[config.mk]
export PLATFORM = sky130hd
export DESIGN_NAME = sdram_cmd_seq
export DESIGN_NICKNAME = d
export VERILOG_FILES = /design/src/rtl/sdram_cmd_seq.sv
export SDC_FILE = /design/constraint.sdc
export NUM_CORES = 1
export LEC_CHECK = 0
export BUFFER_PORTS_ARGS = -buffer_cell sky130_fd_sc_hd__buf_2
export CORE_ASPECT_RATIO = 0.6
export CORE_MARGIN = 1.5
export CORE_UTILIZATION = 38
export CTS_CLUSTER_DIAMETER = 200
export DETAILED_ROUTE_END_ITERATION = 16
export GPL_ROUTABILITY_DRIVEN = 0
export GPL_TIMING_DRIVEN = 1
export PLACE_DENSITY = 0.69
export SLEW_MARGIN = 40
export SYNTH_ARGS = -nofsm -noshare
export SYNTH_HDL_FRONTEND = slang
export SYNTH_SLANG_ARGS = --single-unit
[constraint.sdc]
create_clock -name clk -period 4 [get_ports clk]
set_clock_uncertainty 0.2 [all_clocks]
set_input_delay 0.6 -clock clk [delete_from_list [all_inputs] [get_ports clk]]
set_output_delay 0.6 -clock clk [all_outputs]
set_load 0.005 [all_outputs]
[src/rtl/sdram_cmd_seq.sv]
module sdram_cmd_seq #(
  parameter int CAS_LAT    = 3,
  parameter int BURST_LEN  = 4,
  parameter int TCK_NS     = 12,
  parameter int TRCD_NS    = 15,
  parameter int TRP_NS     = 15,
  parameter int TRFC_NS    = 66,
  parameter int TWR_ADD_NS = 7,
  parameter int ROW_W      = 12,
  parameter int BANK_W     = 2,
  parameter int COL_W      = 9,
  localparam int ADDR_W    = ROW_W + BANK_W + COL_W
) (
  input  logic              clk,
  input  logic              rst_n,
  input  logic              init_done,
  input  logic              host_req,
  input  logic              host_wr,
  input  logic              ref_req,
  input  logic [ADDR_W-1:0] host_addr,
  output logic [3:0]        sd_cmd,
  output logic [ROW_W-1:0]  sd_addr,
  output logic [BANK_W-1:0] sd_ba,
  output logic              sd_dq_oe,
  output logic              wr_ack,
  output logic              rd_valid
);
  localparam int RCD_CLK  = (TRCD_NS / TCK_NS < 1) ? 1 : TRCD_NS / TCK_NS;
  localparam int RFC_CLK  = (TRFC_NS / TCK_NS < 1) ? 1 : TRFC_NS / TCK_NS;
  localparam int DAL_CLK  = (TCK_NS + TWR_ADD_NS + TRP_NS) / TCK_NS;
  localparam int DAL_WAIT = (DAL_CLK < 3) ? 0 : DAL_CLK - 3;
  localparam int CMAX     = (RFC_CLK > BURST_LEN) ? RFC_CLK : BURST_LEN;
  localparam int CMAX2    = (CMAX > DAL_WAIT + RCD_CLK + CAS_LAT) ? CMAX : DAL_WAIT + RCD_CLK + CAS_LAT;
  localparam int CNT_W    = $clog2(CMAX2 + 1);
  localparam int AP_BIT   = 10;

  localparam logic [3:0] C_NOP = 4'b0111, C_ACT = 4'b0011, C_RD = 4'b0101,
                         C_WR  = 4'b0100, C_REF = 4'b0001;

  typedef enum logic [3:0] {
    S_IDLE = 4'b0000, S_RCD  = 4'b0001, S_CL   = 4'b0010, S_RDAT = 4'b0011,
    S_WDAT = 4'b0100, S_RFC  = 4'b0101, S_DAL  = 4'b0110, S_ACT  = 4'b1000,
    S_RDA  = 4'b1001, S_WRA  = 4'b1010, S_REF  = 4'b1011
  } st_t;

  st_t               st;
  logic [CNT_W-1:0]  cnt;
  logic [ADDR_W-1:0] addr_q;
  logic              wr_q;
  logic              last;
  logic [ROW_W-1:0]  col_word;

  assign last = (cnt == '0);

  always_ff @(posedge clk) begin
    if (!rst_n) begin
      st     <= S_IDLE;
      cnt    <= '0;
      addr_q <= '0;
      wr_q   <= 1'b0;
    end else begin
      if (!last) cnt <= cnt - 1'b1;
      case (st)
        S_IDLE:
          if (init_done && ref_req) st <= S_REF;
          else if (init_done && host_req) begin
            st     <= S_ACT;
            addr_q <= host_addr;
            wr_q   <= host_wr;
          end
        S_ACT: begin st <= S_RCD; cnt <= CNT_W'(RCD_CLK - 1); end
        S_RCD: if (last) st <= wr_q ? S_WRA : S_RDA;
        S_RDA: begin st <= S_CL; cnt <= CNT_W'(CAS_LAT - 2); end
        S_CL:  if (last) begin st <= S_RDAT; cnt <= CNT_W'(BURST_LEN - 1); end
        S_RDAT: if (last) st <= S_IDLE;
        S_WRA: begin st <= S_WDAT; cnt <= CNT_W'(BURST_LEN - 1); end
        S_WDAT:
          if (last) begin
            if (DAL_WAIT > 0) begin st <= S_DAL; cnt <= CNT_W'(DAL_WAIT - 1); end
            else st <= S_IDLE;
          end
        S_DAL: if (last) st <= S_IDLE;
        S_REF: begin st <= S_RFC; cnt <= CNT_W'(RFC_CLK - 1); end
        S_RFC: if (last) st <= S_IDLE;
        default: st <= S_IDLE;
      endcase
    end
  end

  always_comb begin
    col_word = '0;
    col_word[COL_W-1:0] = addr_q[COL_W-1:0];
    col_word[AP_BIT] = 1'b1;
  end

  always_comb begin
    sd_cmd  = C_NOP;
    sd_addr = '0;
    case (st)
      S_ACT: begin sd_cmd = C_ACT; sd_addr = addr_q[ADDR_W-1 -: ROW_W]; end
      S_RDA: begin sd_cmd = C_RD;  sd_addr = col_word; end
      S_WRA: begin sd_cmd = C_WR;  sd_addr = col_word; end
      S_REF: sd_cmd = C_REF;
      default: ;
    endcase
  end

  assign sd_ba    = addr_q[COL_W +: BANK_W];
  assign wr_ack   = (st == S_WDAT);
  assign sd_dq_oe = (st == S_WDAT);
  assign rd_valid = (st == S_RDAT);


  nop_before_init_chk: assert property (@(posedge clk) disable iff (!rst_n)
    !init_done |=> sd_cmd == C_NOP);

  act_then_nop_chk: assert property (@(posedge clk) disable iff (!rst_n)
    sd_cmd == C_ACT |=> sd_cmd == C_NOP);

  auto_pre_bit_chk: assert property (@(posedge clk) disable iff (!rst_n)
    (sd_cmd == C_RD || sd_cmd == C_WR) |-> sd_addr[AP_BIT]);

  ack_oe_pair_chk: assert property (@(posedge clk) disable iff (!rst_n)
    wr_ack == sd_dq_oe);

  no_oe_on_read_chk: assert property (@(posedge clk) disable iff (!rst_n)
    rd_valid |-> !sd_dq_oe);

  ref_then_nop_chk: assert property (@(posedge clk) disable iff (!rst_n)
    sd_cmd == C_REF |=> sd_cmd == C_NOP);
endmodule

==> results of run 1 <==
==> area by class of cell <==
type	count	area, um^2
Fill cell	409	2140
Multi-Input combinational cell	118	888
Sequential cell	31	621
Timing Repair Buffer	49	248
Clock buffer	8	100
Tap cell	60	75.1
Inverter	2	7.51
==> tightest hold or removal path, stage by stage (launching register included) <==
cell     delay, ns
dfxtp_1       0.32
mux2i_1       0.07
nor2b_1       0.09
==> placed cells by master (no fill, tap or decap), types with 2 or more instances in the layout <==
master | synthesis | final
nand3_1 | 3 | 3
a21o_1 | 2 | 2
inv_1 | 2 | 2
a22o_1 | 9 | 9
o21ai_0 | 4 | 4
mux2i_1 | 25 | 25
nor2_1 | 5 | 5
nor4b_2 | 2 | 3
nor3b_1 | 3 | 3
and2_1 | 5 | 5
nor3_1 | 3 | 3
nand2b_1 | 2 | 2
ha_1 | 2 | 2
dfxtp_1 | 31 | 31
and3_1 | 2 | 2
nor2b_1 | 27 | 27
buf_2 | 4 | 48
clkbuf_8 | 0 | 7
a21oi_1 | 3 | 3
nand2_1 | 10 | 10
==> cells by family after synthesis <==
family | after synthesis
AOI/OAI and AO/OA | 22
xor gates and xnor gates | 2
adders and majority gates | 2
buffers and inverters | 18
DFF | 31
muxes | 25
other | 1
and+or+nand+nor | 66
==> worst paths after layout <==
check / to / cells after the start / start
min: addr_q[9] / 2 / addr_q[9]
max reg2reg: addr_q[6] / 4 / st[3]
min reg2reg: addr_q[9] / 2 / addr_q[9]
max: sd_addr[0] / 4 / st[3]
==> where the power goes <==
part	leakage, nW	switching [W]	internal, W	total, W
registers	0.253	0.0000801	0.000362	0.000442
logic	0.669	0.000196	0.000202	0.000398
clock network	0.0515	0.000110	0.000157	0.000267
==> routing by layer <==
| layer | vias to the layer above | routed length [um] | GRT usage, % |
|---|---|---|---|
| li1 | 647 | - | - |
| met1 | 558 | 1740 | 21.1 |
| met5 | - | 0 | 0 |
| met2 | 34 | 1300 | 22.2 |
| met4 | 0 | 30 | 5.65 |
| met3 | 5 | 210 | 6.08 |
==> registers in the layout, indices dropped and copies added (netlist names) <==
signal  count
addr_q     23
st          4
cnt         3
wr_q        1
==> stage by stage <==
| stage | setup slack, ns | std cells | cell area (um^2) | hold slack [ns] | total power (W) |
|---|---|---|---|---|---|
| finish | 1.04 | 268 | 1940 | 0.317 | 0.00111 |
| global route | 0.872 | 268 | 1940 | 0.347 | 0.00119 |
| CTS | 1.07 | 268 | 1940 | 0.324 | 0.00112 |
| detailed placement | 1.40 | 260 | 1840 | 0.308 | 0.000848 |
| global placement | 1.41 | 260 | 1840 | 0.298 | 0.000842 |
| floorplan | 1.95 | 167 | 1610 | 0.277 | 0.000755 |
==> impl_metrics.tcl, run 1 <==
set metrics [dict create \
    outcome "finished, final reports clean" \
    clock_latency_ns 0.28 \
    yosys.area.top_type "dfxtp_1" \
    antenna_cells 0 \
    synth_seq_cells 31 \
    antenna_found_initial 0 \
    grt-ovfl-total 0 \
    yosys.area_share.simple_pct 26.4 \
    area_delta_synth_final_pct 20.8 \
    finalSetupViolCount 0 \
    synth_mux_area_share_pct 15.6 \
    grt_pass1_vias 1121 \
    grt_pass1_wl_um 5330 \
    fin_crit_ns 2.96 \
    io_buffers 48 \
    initial_utilization_pct 39.4 \
    synthTopCellsByCount "31 x dfxtp_1, 27 x nor2b_1, 25 x mux2i_1" \
    synth_top_family_by_area "simple AND/OR/NAND/NOR gates" \
    yosysMostFrequentCell "dfxtp_1" \
    cts_resized 0 \
    drv_slew 0 \
    synthXorXnorAreaFrac_pct 1.09 \
    end_kind "output port" \
    slew-limit-headroom_pct 57.2 \
    fp.coreArea_mm2 0.00408 \
    rows 18 \
    synth_compound_area_share_pct 10.1 \
    die_y_um 53.3 \
    slowest_stage "dfxtp_1" \
    synthTopCellsByArea "dfxtp_1 39%, mux2i_1 16%, nor2b_1 11%" \
    layout-drive-gt1-share_pct 29.8 \
    die_w_um 86.9 \
    crit_family "simple AND/OR/NAND/NOR gates" \
    cts_buffers 5 \
    dr.pass1.iters 5 \
    avgSynthCellArea_um2 9.61 \
    tns_ns 0 \
    path_buf_inv 1 \
    root_buffer "clkbuf_8" \
    ys_seq_area_share_pct 38.7 \
    path_clk_slew_ns 0.06 \
    synth-edff-count 0 \
    grt_max_degree 32 \
    dieArea_mm2 0.00464 \
    p_leak_nw 0.973 \
    finalHoldViolCount 0 \
    cp.required_ns 3.20 \
    synthAdderAreaFrac_pct 1.56 \
    cpPeakStageDelay_ns 0.65 \
    track_usage_pct 15.6 \
    num_io_pins 50 \
    cts_hold_buf 0 \
    period_share_pct 74.0 \
    via_per_inst 4.64 \
    drv_cap 0 \
    final_core_util_pct 47.6 \
    worstHoldPathType "flop to flop" \
    p_per_area_mw_per_mm2 570 \
    drt_first_iter_violations 45 \
    syn_inst 167 \
    synth_cell_types 33 \
    drt_wl_total_um 3290 \
    clkSinkCount 31 \
    peakVddDrop_mv 0.196 \
    finalNetCount 238 \
    clk_path_buf_depth 2 \
    r2r_slack_ns 1.87 \
    vias 1244 \
    rsz0062_at_grt "false" \
    synth_top_area_share_pct 38.7 \
    path_max_fanout 14 \
    synthArstFlopShare_pct 0 \
    ys.flop_type "dfxtp_1" \
    synth_nets 198 \
    postCtsSetupBuffers 0 \
    cp.arrival_ns 2.16 \
    cp-start-kind "flop" \
    ys_warn_count 0 \
    syn_area_mm2 0.00161 \
    dp_hpwl_um 2260 \
    drcViolationCount 0 \
    wl_per_cell_um 12.3 \
    detail-route-antenna-nets 0 \
    fmax_ghz 0.338 \
    path_cells "nor2b_1, and2_1, a22o_1, buf_2" \
    cts_tree "built" \
    criticalPathCategory "flop to output port" \
    worstMarginPinSlew_ns 0.642 \
    cts_htree_levels 2 \
]
Note: power is estimated with default switching activity, not from simulation.
==> run 2, diff against run 1 <==
--- a/config.mk
+++ b/config.mk
@@ -13,7 +13,7 @@
 export DETAILED_ROUTE_END_ITERATION = 16
 export GPL_ROUTABILITY_DRIVEN = 0
 export GPL_TIMING_DRIVEN = 1
-export PLACE_DENSITY = 0.69
+export PLACE_DENSITY = 0.72
 export SLEW_MARGIN = 40
 export SYNTH_ARGS = -nofsm -noshare
 export SYNTH_HDL_FRONTEND = slang
==> constraint.sdc (replaced) <==
create_clock -name clk -period 2.6 [get_ports clk]
set_clock_uncertainty 0.2 [all_clocks]
set_input_delay 0.39 -clock clk [delete_from_list [all_inputs] [get_ports clk]]
set_output_delay 0.39 -clock clk [all_outputs]
set_load 0.005 [all_outputs]
==> run 2 against run 1 <==
  * Global-route usage rose by 0.17 points
  * Via count rose by 2.3%
  * Register-to-register slack got worse by 1.3 ns
  * Setup slack got worse by 0.87 ns
  * Wire length rose by 3.5%
  * Critical path depth did not move
  * Hold slack got worse by 0.15 ns
  * Cell count rose by 1.1%
  * Design area rose by 1.6%
  * Non-clock buffer count rose by 4
  * Combinational power rose by 71%
  * Critical endpoint is now sd_addr[2]
==> impl_metrics.tcl, run 2 (synthesized netlist as in run 1, its figures left out) <==
set metrics [dict create \
    slowest_stage "dfxtp_1" \
    mostFrequentLayoutCell "buf_2" \
    antenna_cells 0 \
    final_area_mm2 0.00197 \
    peakVddDrop_mv 0.360 \
    die_y_um 53.3 \
    io_buffers 48 \
    top_register "addr_q" \
    detail-route-antenna-nets 0 \
    switching_share_pct 35.3 \
    dr.pass1.iters 4 \
    worst_hold_slack_ns 0.167 \
    path_cells "xor2_1, and2_2, a22o_1, buf_2" \
    root_buffer "clkbuf_8" \
    cts_tree "built" \
    worstHoldPathType "input pin to flop" \
    dp_hpwl_um 2490 \
    crit_family "flip-flops" \
    postCtsSetupBuffers 0 \
    dpl.cell_count 264 \
    holdCritStartpoint "host_addr[3]" \
    cp.arrival_ns 1.84 \
    drv_slew 0 \
    period_share_pct 93.6 \
    grt_pass1_wl_um 5410 \
    cts_hold_buf 0 \
    finalNetCount 242 \
    worstMarginPinSlew_ns 0.529 \
    rsz0062_at_grt "false" \
    grt-ovfl-total 0 \
    power_frac_clock_pct 21.6 \
    cts_buffers 5 \
    p_int_w 0.00111 \
    tns_ns 0 \
    cpPeakStageDelay_ns 0.56 \
    finalWorstSetupSlack_ns 0.166 \
    drt_first_iter_violations 69 \
    combPwrFrac_pct 39.7 \
    finalHoldViolCount 0 \
    grt_max_degree 32 \
    drcViolationCount 0 \
    clock_latency_ns 0.27 \
    drv_cap 0 \
    path_buf_inv 1 \
    seqPwrFrac_pct 38.7 \
    fin_crit_ns 2.43 \
    criticalPathCategory "flop to output port" \
    fp.coreArea_mm2 0.00408 \
    path_max_fanout 10 \
    p_leak_nw 0.995 \
    vias 1272 \
    die_w_um 86.9 \
    reg.largest.list "addr_q x23, st x4, cnt x3" \
    num_io_pins 50 \
    post-place-ws_ns 0.312 \
    grt_pass1_vias 1107 \
    fin_cells 271 \
    cp-start-kind "flop" \
    via_per_inst 4.69 \
    slew-limit-headroom_pct 64.7 \
    initial_utilization_pct 39.4 \
    p_per_area_mw_per_mm2 867 \
    clkSinkCount 31 \
    finalSetupViolCount 0 \
    final_cell_mix "48 x buf_2, 31 x dfxtp_1, 27 x nor2b_1, 25 x mux2i_1, 10 x nand2_1" \
    largest_reg_flops 23 \
    wl_per_cell_um 12.6 \
    cp-startpoint "st[1]" \
    cp.required_ns 2.01 \
    rows 18 \
    outcome "finished, final reports clean" \
    layout-drive-gt1-share_pct 31.8 \
    fmax_ghz 0.411 \
    path_clk_slew_ns 0.06 \
    r2r_start "st[3]" \
    antenna_found_initial 0 \
    cts_htree_levels 2 \
    area_delta_synth_final_pct 22.8 \
    drt_wl_total_um 3400 \
    dpl_cell_area_mm2 0.00188 \
    dieArea_mm2 0.00464 \
    track_usage_pct 15.8 \
    power.switching_w 0.000603 \
    clk_path_buf_depth 2 \
    end_kind "output port" \
]
run 2: changes by cell type in the layout (fill, tap and decap cells not counted), sizes merged:
cell    before  now
clkinv       0    1
clkbuf       8    6
buf         49   53
run 2: routing by layer:
layer | GRT usage, % | vias up | share of wire, %
li1 | - | 659 | -
met4 | 4.03 | 0 | 0.29
met1 | 22.8 | 569 | 52
met2 | 21.4 | 42 | 40
met5 | 0 | - | 0
met3 | 5.93 | 2 | 7.1
run 2: cell type report:
type,instances,area (um^2)
fillers,409,2110
multi-input cells,118,890
flip-flops and latches,31,621
repair buffers,53,290
clock buffers,6,82.6
well taps,60,75.1
inverters,2,7.51
clock inverters,1,5.00
run 2: tightest hold or removal path: cells and delay by family:
family | cells | cell delay [ns]
buffers and inverters | 1 | 0.07
multiplexers | 1 | 0.05
AND/OR/NAND/NOR | 1 | 0.09
run 2: repair_timing:
item                                    4_1_cts  5_1_grt
endpoints found under the setup margin        1        0
hold endpoints to repair                      0        0
gates resized for setup                       1        0
run 2: power by group through the flow:
stage | Clock (W) | Sequential, W | Combinational, W
CTS | 0.000385 | 0.000660 | 0.000685
global route | 0.000405 | 0.000675 | 0.000758
finish | 0.000370 | 0.000661 | 0.000679
floorplan | 0 | 0.000611 | 0.000550
detailed placement | 0 | 0.000671 | 0.000682
global placement | 0 | 0.000666 | 0.000669
run 2: through the flow:
stage / utilization, % / power, W
2_1_floorplan: - / 0.00116
3_3_place_gp: 46.2 / 0.00134
3_5_place_dp: 46.2 / 0.00135
4_1_cts: 48.3 / 0.00173
5_1_grt: 48.3 / 0.00184
6_report: 48.3 / 0.00171
run 2: path summary, 6_finish.rpt:
path,end,slack (ns),cells past startpoint
worst max-delay path,sd_addr[2],0.17,4
worst min-delay path,addr_q[3],0.17,3
worst max register to register,addr_q[15],0.59,5
worst min register to register,addr_q[9],0.32,2
